File: src/rtl/sps_pkg.sv
package sps_pkg;

   typedef enum logic [1:0] {
      ST_IDLE    = 2'd0,
      ST_ARMED   = 2'd1,
      ST_SETTLE  = 2'd2,
      ST_LOCKED  = 2'd3
   } sps_state_e;

   localparam logic POL_RISE = 1'b0;
   localparam logic POL_FALL = 1'b1;

   // Sampled clock high at the strobe edge: the edge sits just after a rising
   // clock edge, so the falling edge is near and rising capture is safer.
   function automatic logic pick_polarity(input logic phase_high);
      return phase_high ? POL_RISE : POL_FALL;
   endfunction

endpackage

File: src/rtl/sps_preamble_det.sv
module sps_preamble_det (
   input  logic clk,
   input  logic rst,
   input  logic strobe_lvl,
   input  logic strobe_drv,
   output logic pre_evt,
   output logic strobe_edge
);

   logic prev_lvl;
   logic prev_drv;

   // Idle strobe rests high through termination and is not driven.
   always_ff @(posedge clk) begin
      if (rst) begin
         prev_lvl <= 1'b1;
         prev_drv <= 1'b0;
      end else begin
         prev_lvl <= strobe_lvl;
         prev_drv <= strobe_drv;
      end
   end

   always_comb begin
      pre_evt     = !prev_drv && prev_lvl && strobe_drv && !strobe_lvl;
      strobe_edge = strobe_drv && prev_drv && (strobe_lvl != prev_lvl);
   end

endmodule

File: src/rtl/sps_pol_ctrl.sv
module sps_pol_ctrl
   import sps_pkg::*;
#(
   parameter int TIMEOUT_CYC = 32
) (
   input  logic clk,
   input  logic rst,
   input  logic rd_start,
   input  logic pre_evt,
   input  logic strobe_drv,
   input  logic clk_phase_smp,
   output logic pol_sel,
   output logic locked,
   output logic timeout_err,
   output logic armed
);

   localparam int CNT_W = $clog2((TIMEOUT_CYC > 1) ? TIMEOUT_CYC : 2);

   sps_state_e       state;
   logic [CNT_W-1:0] wait_cnt;
   logic             tmo_hit;

   generate
      if (TIMEOUT_CYC > 0) begin : g_tmo
         assign tmo_hit = (wait_cnt == CNT_W'(TIMEOUT_CYC - 1));
      end else begin : g_no_tmo
         assign tmo_hit = 1'b0;
      end
   endgenerate

   always_ff @(posedge clk) begin
      if (rst) begin
         state       <= ST_IDLE;
         wait_cnt    <= '0;
         pol_sel     <= POL_RISE;
         timeout_err <= 1'b0;
      end else begin
         unique case (state)
            ST_IDLE: begin
               if (rd_start) begin
                  state       <= ST_ARMED;
                  wait_cnt    <= '0;
                  timeout_err <= 1'b0;
               end
            end
            ST_ARMED: begin
               if (pre_evt) begin
                  pol_sel <= pick_polarity(clk_phase_smp);
                  state   <= ST_SETTLE;
               end else if (tmo_hit) begin
                  timeout_err <= 1'b1;
                  state       <= ST_IDLE;
               end else begin
                  wait_cnt <= wait_cnt + 1'b1;
               end
            end
            ST_SETTLE: state <= ST_LOCKED;
            ST_LOCKED: begin
               if (!strobe_drv) state <= ST_IDLE;
            end
            default: state <= ST_IDLE;
         endcase
      end
   end

   assign locked = (state == ST_LOCKED);
   assign armed  = (state == ST_ARMED);

endmodule

File: src/rtl/sps_xfer.sv
module sps_xfer #(
   parameter int DATA_W = 16
) (
   input  logic              clk,
   input  logic              rst,
   input  logic              pol_sel,
   input  logic              locked,
   input  logic              strobe_edge,
   input  logic [DATA_W-1:0] data_in,
   output logic [DATA_W-1:0] data_out,
   output logic              valid
);

   logic [DATA_W-1:0] rise_cap;
   logic [DATA_W-1:0] fall_cap;
   logic              word_ok;
   logic              word_ok_d;

   assign word_ok = locked && strobe_edge;

   always_ff @(negedge clk) begin
      if (rst) fall_cap <= '0;
      else     fall_cap <= data_in;
   end

   always_ff @(posedge clk) begin
      if (rst) begin
         rise_cap  <= '0;
         data_out  <= '0;
         word_ok_d <= 1'b0;
         valid     <= 1'b0;
      end else begin
         rise_cap  <= data_in;
         word_ok_d <= word_ok;
         data_out  <= pol_sel ? fall_cap : rise_cap;
         valid     <= pol_sel ? word_ok : word_ok_d;
      end
   end

endmodule

File: src/rtl/strobe_pol_sel.sv
module strobe_pol_sel #(
   parameter int DATA_W      = 16,
   parameter int CODE_W      = 7,
   parameter int TIMEOUT_CYC = 32
) (
   input  logic              clk,
   input  logic              rst,
   input  logic              rd_start,
   input  logic              strobe_lvl,
   input  logic              strobe_drv,
   input  logic              clk_phase_smp,
   input  logic [CODE_W-1:0] dly_code_in,
   input  logic [DATA_W-1:0] rd_data_in,
   output logic [CODE_W-1:0] dly_code_out,
   output logic              pol_sel,
   output logic              locked,
   output logic              timeout_err,
   output logic [DATA_W-1:0] rd_data_out,
   output logic              rd_valid
);

   generate
      if (DATA_W < 1)      begin : g_bad_data $error("DATA_W must be at least 1"); end
      if (CODE_W < 1)      begin : g_bad_code $error("CODE_W must be at least 1"); end
      if (TIMEOUT_CYC < 0) begin : g_bad_tmo  $error("TIMEOUT_CYC must not be negative"); end
   endgenerate

   logic pre_evt;
   logic strobe_edge;
   logic armed;

   assign dly_code_out = dly_code_in;

   sps_preamble_det u_det (
      .clk         (clk),
      .rst         (rst),
      .strobe_lvl  (strobe_lvl),
      .strobe_drv  (strobe_drv),
      .pre_evt     (pre_evt),
      .strobe_edge (strobe_edge)
   );

   sps_pol_ctrl #(.TIMEOUT_CYC(TIMEOUT_CYC)) u_ctrl (
      .clk           (clk),
      .rst           (rst),
      .rd_start      (rd_start),
      .pre_evt       (pre_evt),
      .strobe_drv    (strobe_drv),
      .clk_phase_smp (clk_phase_smp),
      .pol_sel       (pol_sel),
      .locked        (locked),
      .timeout_err   (timeout_err),
      .armed         (armed)
   );

   sps_xfer #(.DATA_W(DATA_W)) u_xfer (
      .clk         (clk),
      .rst         (rst),
      .pol_sel     (pol_sel),
      .locked      (locked),
      .strobe_edge (strobe_edge),
      .data_in     (rd_data_in),
      .data_out    (rd_data_out),
      .valid       (rd_valid)
   );

endmodule

File: config.mk
export PLATFORM = sky130hd
export DESIGN_NAME = strobe_pol_sel
export DESIGN_NICKNAME = d
export VERILOG_FILES = /design/src/rtl/sps_pkg.sv /design/src/rtl/sps_preamble_det.sv /design/src/rtl/sps_pol_ctrl.sv /design/src/rtl/sps_xfer.sv /design/src/rtl/strobe_pol_sel.sv
export SDC_FILE = /design/constraint.sdc
export NUM_CORES = 1
export LEC_CHECK = 0
export BUFFER_PORTS_ARGS = -buffer_cell sky130_fd_sc_hd__buf_2
export CAP_MARGIN = 15
export CELL_PAD_IN_SITES_DETAIL_PLACEMENT = 0
export CELL_PAD_IN_SITES_GLOBAL_PLACEMENT = 2
export CORE_MARGIN = 2
export CORE_UTILIZATION = 32
export CTS_BUF_LIST = sky130_fd_sc_hd__clkbuf_8 sky130_fd_sc_hd__clkbuf_16
export CTS_CLUSTER_SIZE = 10
export DETAILED_ROUTE_END_ITERATION = 10
export HOLD_SLACK_MARGIN = 0.08
export PLACE_DENSITY_LB_ADDON = 0.1
export SYNTH_ARGS = -nofsm -noshare
export SYNTH_HDL_FRONTEND = slang
export SYNTH_HIERARCHICAL = 1
export SYNTH_SLANG_ARGS = --single-unit
File: constraint.sdc
create_clock -name clk -period 2.48 [get_ports clk]
set_input_delay 0.248 -clock clk [delete_from_list [all_inputs] [get_ports clk]]
set_output_delay 0.248 -clock clk [all_outputs]
set_load 0.01 [all_outputs]
* Word-level counts from Yosys, hierarchy flattened
Cells that the tools add are included.
Word-level totals: bits of input ports 29, output and inout port bits 27, bits in registers 61, word-level logic and storage cells 54
Operators by class: eq/ne operators 11, add/sub/neg operators 1, reduce and logical (&&, ||, !) cells 14, multiplexer cells 17
Operators with widths (number):
- 2-to-1 mux 16 bit | 2
- 2-to-1 mux 5 bit | 3
- case mux 5 bit (2 select lines) | 1
- 2-to-1 mux 2 bit | 4
- inequality test 2 bit, second input constant | 4
- case mux 2 bit (4 select lines) | 1
- AND reduction 4 bit | 2
- logical AND 1 bit | 6
- adder 5 x 1 -> 5 bit, second input constant | 1
- == test 5 bit, second input constant | 1
- 2-to-1 mux 1 bit | 5
- == test 2 bit, second input constant | 2
- inequality test 3 x 2 -> 1 bit, second input constant | 1
- AND reduction 3 bit | 1
- == test 2 x 1 -> 1 bit, second input constant | 1
- zero test 1 bit | 2
- zero test 2 bit | 1
- inequality test 2 x 1 -> 1 bit, second input constant | 1
- case mux 1 bit (2 select lines) | 1
- AND reduction 2 bit | 1
- nonzero test 2 bit | 1
- inequality test 1 bit | 1

* Longest topological paths before layout
Gate-level depths: netlist (run 1).
depth in word-level cells 6, mapped depth 7

* Cells and area by module
The synthesis (run 1) kept the hierarchy.
By module, submodules not included:
- sps_xfer | area each 1397.6 um2, times used 1, sequential area each 1001.0 um2, cells an instance 109
- sps_pol_ctrl | area each 465.4 um2, times used 1, sequential area each 180.2 um2, cells an instance 52
- sps_preamble_det | area each 80.1 um2, times used 1, sequential area each 40.0 um2, cells an instance 7
- strobe_pol_sel | area each 52.6 um2, times used 1, sequential area each 0.0 um2, cells an instance 7

==> results of run 1 <==
cells in the final DEF, fill, tap and decap left out, types with 4 or more instances in the layout:
cell type  instances
nor2b_1           17
a21oi_1            6
inv_1             19
clkbuf_8           9
nand3_1            5
mux2i_1           18
dfxtp_1           61
nor2_1            18
buf_2             41
nand2_1            4
report_power, final:
part | switching, mW | internal [mW] | total (mW)
clock | 0.442 | 0.458 | 0.899
sequential | 0.0162 | 1.03 | 1.04
combinational | 0.0636 | 0.0567 | 0.120
total | 0.521 | 1.54 | 2.06
worst max-delay path, stage by stage, from the launching register on:
cell and delay (ns):
dfxtp_1 0.34, ha_1 0.21, and3_1 0.18, ha_1 0.21, or4b_1 0.64, a21oi_2 0.21, mux2i_1 0.19
cell usage after synthesis (2+ instances only):
cell type | n | area share [%]
ha_1 | 2 | 1.3
nor2b_1 | 17 | 5.3
buf_2 | 4 | 1.0
nand2b_1 | 2 | 0.63
and3_1 | 3 | 0.94
inv_1 | 3 | 0.56
buf_4 | 7 | 2.6
nand3_1 | 5 | 1.3
a21oi_1 | 6 | 1.5
mux2i_1 | 18 | 9.0
a21oi_2 | 2 | 0.88
nor2_1 | 18 | 3.4
dfxtp_1 | 61 | 61
nand3b_1 | 2 | 0.75
nand2_1 | 4 | 0.75
or3b_2 | 3 | 1.3
cells by family after synthesis:
kind of cell / share of synthesized area (%)
and+or+nand+nor: 17.6
DFF: 61.2
muxes: 9.03
xor gates and xnor gates: 0.439
AOI/OAI and AO/OA: 4.26
buffers and inverters: 6.21
adders and majority gates: 1.25
how the worst max path moves through the flow:
stage | startpoint | endpoint | slack (ns)
2_1_floorplan | u_ctrl/wait_cnt[0]$_SDFFE_PP0P_ | u_ctrl/wait_cnt[2]$_SDFFE_PP0P_ | 0.61
3_3_place_gp | rst | u_xfer/fall_cap[13]$_DFF_N_ | 0.30
3_5_place_dp | rst | u_xfer/fall_cap[10]$_DFF_N_ | 0.26
4_1_cts | u_ctrl/wait_cnt[0]$_SDFFE_PP0P_ | u_ctrl/wait_cnt[3]$_SDFFE_PP0P_ | 0.42
5_1_grt | u_ctrl/wait_cnt[0]$_SDFFE_PP0P_ | u_ctrl/wait_cnt[2]$_SDFFE_PP0P_ | 0.33
6_report | u_ctrl/wait_cnt[0]$_SDFFE_PP0P_ | u_ctrl/wait_cnt[3]$_SDFFE_PP0P_ | 0.43
area by class of cell:
class / count / area [um2]
clock buffers: 10 / 149
fillers: 600 / 3550
repair buffers: 43 / 220
inverters: 2 / 7.51
clock inverters: 22 / 97.6
multi-input cells: 96 / 651
flip-flops and latches: 61 / 1220
well taps: 75 / 93.8
metal layers:
metal  global-route usage [%]  share of wire [%]  routed length (um)
met5                        0                  0                   0
met4                     6.26                1.6                  55
met3                     4.97                6.5                 228
met2                     16.3                 45                1600
met1                     12.3                 47                1640
flip-flops by register name (all words and copies together), names as in the netlist, named ones only:
| name | flops |
|---|---|
| u_ctrl/timeout_err | 1 |
| u_xfer/word_ok_d | 1 |
| u_ctrl/state | 1 |
| u_xfer/valid | 1 |
| u_det/prev_lvl | 1 |
| u_det/prev_drv | 1 |
| u_xfer/rise_cap | 16 |
| u_xfer/data_out | 16 |
| u_xfer/fall_cap | 16 |
| u_ctrl/pol_sel | 1 |
| u_ctrl/wait_cnt | 5 |
through the flow:
| stage | instance area [um2] | power [mW] | instances | setup WS, ns | util, % |
|---|---|---|---|---|---|
| 6_report | 2440 | 2.06 | 309 | 0.426 | 40.7 |
| 2_1_floorplan | 2000 | 1.20 | 175 | 0.613 | - |
| 5_1_grt | 2440 | 2.19 | 309 | 0.328 | 40.7 |
| 3_3_place_gp | 2200 | 1.22 | 278 | 0.303 | 36.7 |
| 3_5_place_dp | 2200 | 1.23 | 278 | 0.263 | 36.7 |
| 4_1_cts | 2440 | 2.11 | 309 | 0.422 | 40.7 |
==> metrics.md, run 1 <==
| Metric | Value |
|---|---|
| Result of the run | complete, no violations |
| Number of cells on the worst hold path | 2 |
| Fmax | 487 MHz |
| Pwr Density | 846 mW/mm2 |
| Crit-path max FO | 7 |
| Cell Rows | 28 |
| Number of hold violations in the final report | 0 |
| Final Setup Violations | 0 |
| Clock Latency Late Sink | 0.37 ns |
| Final worst path period need | 2.05 ns |
| Number of nets in the synthesized netlist | 206 |
| Final sum of negative setup slack | 0 ns |
| Yosys synthesis warning count | 6 |
| Worst setup SP type | register |
| Antenna-violating nets left | 0 |
| Sequential cell area fraction in the yosys report | 61.2% |
| Pins over their slew limit | 0 |
| Clock Skew | 0.0465 ns |
| Leakage power summed over all cells | 1.10 nW |
| Cell count after synthesis | 175 |
| Worst Min Path Start | strobe_lvl |
| Maxcap violations | 0 |
| Classification of the worst setup path | register to register |
| DR iter-0 viols | 43 |
| Post-CTS setup buffer count | 0 |
| Crit path arrival time | 2.31 ns |
| Worst setup EP type | register |
| Via count of the first global-routing pass | 1231 |
| Worst r2r src | u_ctrl/wait_cnt[0]$_SDFFE_PP0P_ |
| Detailed-route vias per instance | 4.27 |
| Maximum number of buffers from clock root to sink | 2 |
| Die area | 0.00688 mm2 |
| RR Endpoint | u_ctrl/wait_cnt[3]$_SDFFE_PP0P_ |
| GRT Residual Overflow | 0 |
| Register clock-pin slew on the reported worst setup and hold paths | 0.07 ns |
| Routed via count | 1318 |
| Cts hold-fix bufs | 0 |
| Synth-to-Final Area Change | 22.3% |
| Slew of the pin with the lowest slew margin | 0.526 ns |
| Antenna violations before repair | 0 |
| Async S/R FF share, synth | 0% |
| Maximum number of pins on one net before global-route repair | 32 |
| Die boundary height | 83.0 um |
| Logic depth of the worst register-to-register path | 6 |
| Final routed wire length divided by cell count | 11.4 um |
| Clock tree from TritonCTS | done |
| Slack of the worst reg-to-reg path | 0.43 ns |
| Maximum resistive drop on vdd | 0.000355 V |
| Wire length of the first global-routing pass | 5780 um |
| Ports placed on the boundary | 56 |
| Detailed placer's ending HPWL | 2410 um |
| Nets | 260 |
| Path class of the lowest-slack min-delay path | primary input to register |
| Number of register bits inferred by synthesis | 61 |
| Final Routed Wirelength | 3520 um |
| Hold path endpoint | u_det/prev_lvl$_SDFF_PP1_ |
| Required time at the endpoint of the critical path | 2.73 ns |
| Total GRT Usage | 10.7% |
| Core Box Area | 0.00599 mm2 |
| Post-synth EDFFs | 0 |
| Sinks on Clock Net | 61 |
| Clock buffer count from CTS | 9 |
| Count of cell types in the netlist | 34 |
| Remaining DRCs | 0 |
| Clk root buf | clkbuf_8 |
| Rel. slew slack | 65.0% |
| Final RePlAce weighted congestion | 0.668 |
| Port bufs | 41 |
| Top flip-flop cell by instance count after synthesis | dfxtp_1 |
| Hold slack | 0.146 ns |
| Antenna diodes | 0 |
| Number of levels in the clock H-tree | 3 |
| Resized Gates After CTS | 0 |
| Number of optimization iterations in the first detailed-route pass | 4 |
| Layout cells sized above 1 | 28.2% |
| RSZ-0062 raised after global routing | false |
| Effective utilization at floorplan | 33.3% |
| Die width | 83.0 um |
| Syn_area_per_cell | 11.4 um2 |
| Post-synthesis cell area | 0.00200 mm2 |
| Tcrit/Tclk final | 82.8% |
Power figures use the tool's default switching activity.
==> run 2: changes to the inputs <==
Clock period 2.48 ns to 1.9 ns, I/O delays scaled along.
==> metrics.md, run 2 (synthesis gave the netlist of run 1 again) <==
| Metric | Value |
|---|---|
| Area of combinational cells with multiple inputs | 664 um2 (+2.1%) |
| Worst setup EP type | register |
| Number of hold violations in the final report | 0 (unchanged) |
| Maximum number of pins on one net before global-route repair | 30 (-6.3%) |
| Max layer used | met4 |
| Clock buffer count from CTS | 9 (unchanged) |
| Total GRT Usage | 10.8% (+0.088 points) |
| Maxcap violations | 0 (unchanged) |
| Routed via count | 1366 (+3.6%) |
| Fill count | 585 (-2.5%) |
| Number of optimization iterations in the first detailed-route pass | 3 (-1) |
| Largest incremental delay on the critical path | 0.57 ns (-0.07 ns) |
| Register clock-pin slew on the reported worst setup and hold paths | 0.07 ns (about the same) |
| Post-CTS setup buffer count | 0 (unchanged) |
| Hold slack | 0.0976 ns (-0.0487 ns) |
| Crit-path max FO | 7 (unchanged) |
| Registers with the most flip-flops | u_xfer/data_out: 16 flops, u_xfer/fall_cap: 16 flops, u_xfer/rise_cap: 16 flops |
| Final sum of negative setup slack | 0 ns (unchanged) |
| Final Routed Wirelength | 3670 um (+4.1%) |
| Critical Path, Cell by Cell | ha_2, and3_4, ha_2, or4b_4, a21oi_2, mux2i_1 |
| Total buffers and inverters traversed by the critical path | 0 (unchanged) |
| Final RePlAce weighted congestion | 0.680 (+1.8%) |
| Die area | 0.00688 mm2 (unchanged) |
| Final routed wire length divided by cell count | 11.7 um (+2.5%) |
| Layout cells sized above 1 | 31.4% (+3.2 points) |
| Tcrit/Tclk final | 95.6% (+13 points) |
| Cell with the largest stage delay on the worst path | or4b_4 |
| Most common cell after layout, fill and taps aside | dfxtp_1 |
| Remaining DRCs | 0 (unchanged) |
| Detailed placer's ending HPWL | 2480 um (+3.1%) |
| Via count of the first global-routing pass | 1310 (+6.4%) |
| Pwr Density | 1090 mW/mm2 (+28%) |
| Antenna diodes | 0 (unchanged) |
| Wire length of the first global-routing pass | 5790 um (+0.24%) |
| Clock Latency Late Sink | 0.38 ns (about the same) |
| Cell Rows | 28 (unchanged) |
| Port bufs | 41 (unchanged) |
| Effective utilization at floorplan | 33.3% (unchanged) |
| Final Setup Violations | 0 (unchanged) |
| Tot Pwr | 2.72 mW (+32%) |
| Detailed-route vias per instance | 4.35 (+2.0%) |
| Final worst path period need | 1.82 ns (-0.238 ns) |
| Crit path arrival time | 2.08 ns (-0.23 ns) |
| Die boundary height | 83.0 um (unchanged) |
| Classification of the worst setup path | register to register |
| GRT Residual Overflow | 0 (unchanged) |
| Path class of the lowest-slack min-delay path | primary input to register |
| Result of the run | complete, no violations |
| Maximum number of buffers from clock root to sink | 2 (unchanged) |
| Slew of the pin with the lowest slew margin | 0.504 ns (-0.0214 ns) |
| Routed wl met3 | 267 um (+17%) |
| Dominant cell type by count on the critical path | ha_2 |
| Antenna-violating nets left | 0 (unchanged) |
| Area taken by flip-flops and latches | 0.00122 mm2 (+0.20%) |
| Sinks on Clock Net | 61 (unchanged) |
| Worst setup SP type | register |
| Pins over their slew limit | 0 (unchanged) |
| Clock Skew | 0.0452 ns (-0.00124 ns) |
| Maximum resistive drop on vdd | 0.000415 V (+17%) |
| Clk root buf | clkbuf_8 |
| Synth-to-Final Area Change | 25.3% |
| Rel. slew slack | 66.4% (+1.4 points) |
| Ports placed on the boundary | 56 (unchanged) |
| Clock tree from TritonCTS | done |
| Wire length on met1 | 1600 um (-2.4%) |
| DR iter-0 viols | 13 (-70%) |
| Number of levels in the clock H-tree | 3 (unchanged) |
| Core Box Area | 0.00599 mm2 (unchanged) |
| Antenna violations before repair | 0 (unchanged) |
| Leading cell types in the layout, fill and taps excluded | dfxtp_1, buf_2, inv_1 |
| Required time at the endpoint of the critical path | 2.16 ns (-0.57 ns) |
| Nets | 265 (+1.9%) |
| Fmax | 551 MHz (+13%) |
| Metal2 WL | 1750 um (+9.3%) |
| Family with the most delay on the worst path | simple AND/OR/NAND/NOR gates |
| Die width | 83.0 um (unchanged) |
| Leakage power summed over all cells | 1.11 nW (+1.3%) |
## run 2: worst paths after layout
check | start | end | slack [ns] | cells after the start
hold reg to reg | u_xfer/rise_cap[9]$_DFF_P_ | u_xfer/data_out[9]$_SDFF_PP0_ | 0.46 | 2
setup reg to reg | u_ctrl/wait_cnt[0]$_SDFFE_PP0P_ | u_ctrl/wait_cnt[3]$_SDFFE_PP0P_ | 0.08 | 6
hold / removal | rd_data_in[8] | u_xfer/rise_cap[8]$_DFF_P_ | 0.1 | 2
setup / recovery | u_ctrl/wait_cnt[0]$_SDFFE_PP0P_ | u_ctrl/wait_cnt[3]$_SDFFE_PP0P_ | 0.08 | 6
## run 2: stage by stage
stage | utilization, % | area, um2 | cells | worst slack [ns]
detailed placement | 37.1 | 2220 | 281 | -0.0562
global route | 41.8 | 2500 | 314 | -0.0141
global placement | 37.1 | 2220 | 281 | -0.0166
CTS | 41.5 | 2490 | 314 | 0.0232
finish | 41.8 | 2500 | 314 | 0.0841
floorplan | - | 2000 | 175 | 0.0332
## run 2: where the power goes
group	internal, mW	leakage [nW]	switching [mW]
Clock	0.595	0.184	0.591
Sequential	1.34	0.505	0.0210
Combinational	0.0825	0.425	0.0848
## run 2: layout make-up
cell class	count	share of cell area [%]
clock inverters	22	4.00
well taps	75	3.75
clock buffers	10	5.95
inverters	2	0.300
flip-flops and latches	61	48.9
multi-input cells	96	26.6
repair buffers	48	10.5
## run 2: what timing repair did
action,in CTS,in global routing
hold buffers,2,0
pin swaps,0,3
cloned,0,0
setup endpoints to repair,3,2
hold endpoints to repair,2,0
gates resized for setup,1,5
## run 2: routing by layer
metal	track usage, %	up-vias
met5	0	-
met4	5.81	0
met3	5.57	7
met2	17.5	43
met1	11.4	624
li1	-	692
==> run 3: changes to the inputs <==
Settings changed: HOLD_SLACK_MARGIN 0.08 to 0.1, REMOVE_ABC_BUFFERS set to 1.
==> metrics.md, run 3 (synthesis gave the netlist of run 1 again) <==
| Metric | Value |
|---|---|
| Most Crowded Layer GR | met2 |
| Grt met2 use | 18.2% (+0.66 points) |
| Synth-to-Final Area Change | 27.6% |
| Result of the run | complete, no violations |
| Dominant cell type by count on the critical path | ha_4 |
| Die width | 83.0 um (unchanged) |
| Port bufs | 41 (unchanged) |
| RR Endpoint | u_ctrl/wait_cnt[2]$_SDFFE_PP0P_ |
| Rel. slew slack | 66.3% (-0.088 points) |
| Pwr Density | 1020 mW/mm2 (-6.3%) |
| Antenna-violating nets left | 0 (unchanged) |
| Final Routed Wirelength | 3510 um (-4.2%) |
| Clock buffer count from CTS | 9 (unchanged) |
| Worst setup SP type | register |
| Critical path destination | u_ctrl/wait_cnt[2]$_SDFFE_PP0P_ |
| Wire length of the first global-routing pass | 5840 um (+0.83%) |
| Tcrit/Tclk final | 97.4% (+1.8 points) |
| Clk root buf | clkbuf_8 |
| Logic depth of the worst register-to-register path | 6 (unchanged) |
| Cell Rows | 28 (unchanged) |
| Detailed placer's ending HPWL | 2380 um (-4.2%) |
| Number of hold violations in the final report | 0 (unchanged) |
| DR iter-0 viols | 37 (+24) |
| Family with the most delay on the worst path | simple AND/OR/NAND/NOR gates |
| Layout cells sized above 1 | 32.0% (+0.59 points) |
| Fmax | 540 MHz (-1.9%) |
| Antenna violations before repair | 0 (unchanged) |
| Critical path origin | u_ctrl/wait_cnt[1]$_SDFFE_PP0P_ |
| Die area | 0.00688 mm2 (unchanged) |
| Worst setup EP type | register |
| Number of levels in the clock H-tree | 3 (unchanged) |
| Critical Path, Cell by Cell | ha_4, and3_4, ha_4, or4b_4, a21boi_2, mux2i_1 |
| Worst r2r src | u_ctrl/wait_cnt[1]$_SDFFE_PP0P_ |
| GRT Residual Overflow | 0 (unchanged) |
| Crit path arrival time | 2.10 ns (+0.02 ns) |
| Largest incremental delay on the critical path | 0.57 ns (about the same) |
| Total buffers and inverters traversed by the critical path | 0 (unchanged) |
| Detailed-route vias per instance | 4.30 (-1.1%) |
| Remaining DRCs | 0 (unchanged) |
| Cell with the largest stage delay on the worst path | or4b_4 |
| Die boundary height | 83.0 um (unchanged) |
| Final RePlAce weighted congestion | 0.713 (+4.9%) |
| Leading cell types in the layout, fill and taps excluded | dfxtp_1, buf_2, inv_1 |
| Nets | 271 (+2.3%) |
| Slack of the worst reg-to-reg path | 0.05 ns (-0.03 ns) |
| Via count of the first global-routing pass | 1357 (+3.6%) |
| Number of optimization iterations in the first detailed-route pass | 4 (+1) |
| Slew of the pin with the lowest slew margin | 0.506 ns (+0.00132 ns) |
| Number of cells on the critical path | 6 (unchanged) |
| Maximum resistive drop on vdd | 0.000586 V (+41%) |
| Antenna diodes | 0 (unchanged) |
| Final sum of negative setup slack | 0 ns (unchanged) |
| Final cell count without fillers | 319 (+1.6%) |
| Crit-path max FO | 6 (-1) |
| Classification of the worst setup path | register to register |
| Maximum number of buffers from clock root to sink | 2 (unchanged) |
| Most common cell after layout, fill and taps aside | dfxtp_1 |
| Core Box Area | 0.00599 mm2 (unchanged) |
| Met1 layer usage reported by global route | 10.4% (-0.94 points) |
| Final Setup Violations | 0 (unchanged) |
| Pins over their slew limit | 0 (unchanged) |
| Sinks on Clock Net | 61 (unchanged) |
| Register clock-pin slew on the reported worst setup and hold paths | 0.06 ns (about the same) |
| Required time at the endpoint of the critical path | 2.15 ns (about the same) |
| Maximum number of pins on one net before global-route repair | 29 (-3.3%) |
| Routed via count | 1373 (+0.51%) |
| Clock tree from TritonCTS | done |
| # placed instances | 284 (+1.1%) |
| Total GRT Usage | 10.7% (-0.067 points) |
| Registers with the most flip-flops | u_xfer/data_out: 16 flops, u_xfer/fall_cap: 16 flops, u_xfer/rise_cap: 16 flops |
| Maxcap violations | 0 (unchanged) |
| RSZ-0062 raised after global routing | true |
| M3 GR Usage | 7.06% (+1.5 points) |
| Effective utilization at floorplan | 33.3% (unchanged) |
| Path class of the lowest-slack min-delay path | primary input to register |
| Final routed wire length divided by cell count | 11.0 um (-5.7%) |
| Clock Latency Late Sink | 0.36 ns (-0.02 ns) |
| Leakage power summed over all cells | 1.14 nW (+1.9%) |
| Ports placed on the boundary | 56 (unchanged) |
| Clock Skew | 0.0467 ns (+0.00144 ns) |
| Final worst path period need | 1.85 ns (+0.0343 ns) |
## run 3: where the power goes
part	switching [mW]	total, mW	internal (mW)
Clock	0.517	1.05	0.530
Combinational	0.0880	0.181	0.0934
Sequential	0.0209	1.36	1.34
## run 3: metal layers
layer / vias up / share of wire, %
li1: 698 / -
met1: 622 / 42
met2: 51 / 50
met3: 2 / 7.7
met4: 0 / 0.63
met5: - / 0
## run 3: layout make-up
type                            count  area (um2)
Timing Repair Buffer               54         310
Clock inverter                     21        82.6
Fill cell                         593        3440
Sequential cell                    61        1220
Multi-Input combinational cell     96         692
Tap cell                           75        93.8
Clock buffer                       10         138
Inverter                            2        7.51
## run 3: how the worst min path moves through the flow
stage / from / end / slack [ns] / cells past startpoint
after floorplan: rst / register / 0.26 / 1
after global placement: dly_code_in[0] / dly_code_out[0] / 0.38 / 0
after detailed placement: dly_code_in[0] / dly_code_out[0] / 0.38 / 0
after CTS: rd_data_in[3] / u_xfer/rise_cap[3]$_DFF_P_ / 0.11 / 2
after global routing: rd_data_in[8] / u_xfer/rise_cap[8]$_DFF_P_ / 0.11 / 2
final: rd_data_in[5] / u_xfer/rise_cap[5]$_DFF_P_ / 0.12 / 2
## run 3: timing repair
| action | in CTS | in global routing |
|---|---|---|
| hold buffers | 3 | 0 |
| pin swaps | 0 | 2 |
| resized for setup | 1 | 8 |
| cloned | 0 | 0 |
| buffers inserted | 0 | 2 |
| endpoints found under the hold margin | 3 | 0 |
| endpoints found under the setup margin | 3 | 3 |
## run 3: metrics by stage
stage	total power [mW]	worst slack (ns)	utilization, %	hold WS (ns)	cell area [um2]
floorplan	1.53	0.0184	-	0.259	1880
global placement	1.61	-0.0149	37.4	0.380	2240
detailed placement	1.61	-0.0826	37.4	0.380	2240
CTS	2.64	0.000791	41.6	0.105	2490
global route	2.75	-0.0481	42.5	0.115	2550
finish	2.59	0.0497	42.5	0.122	2550
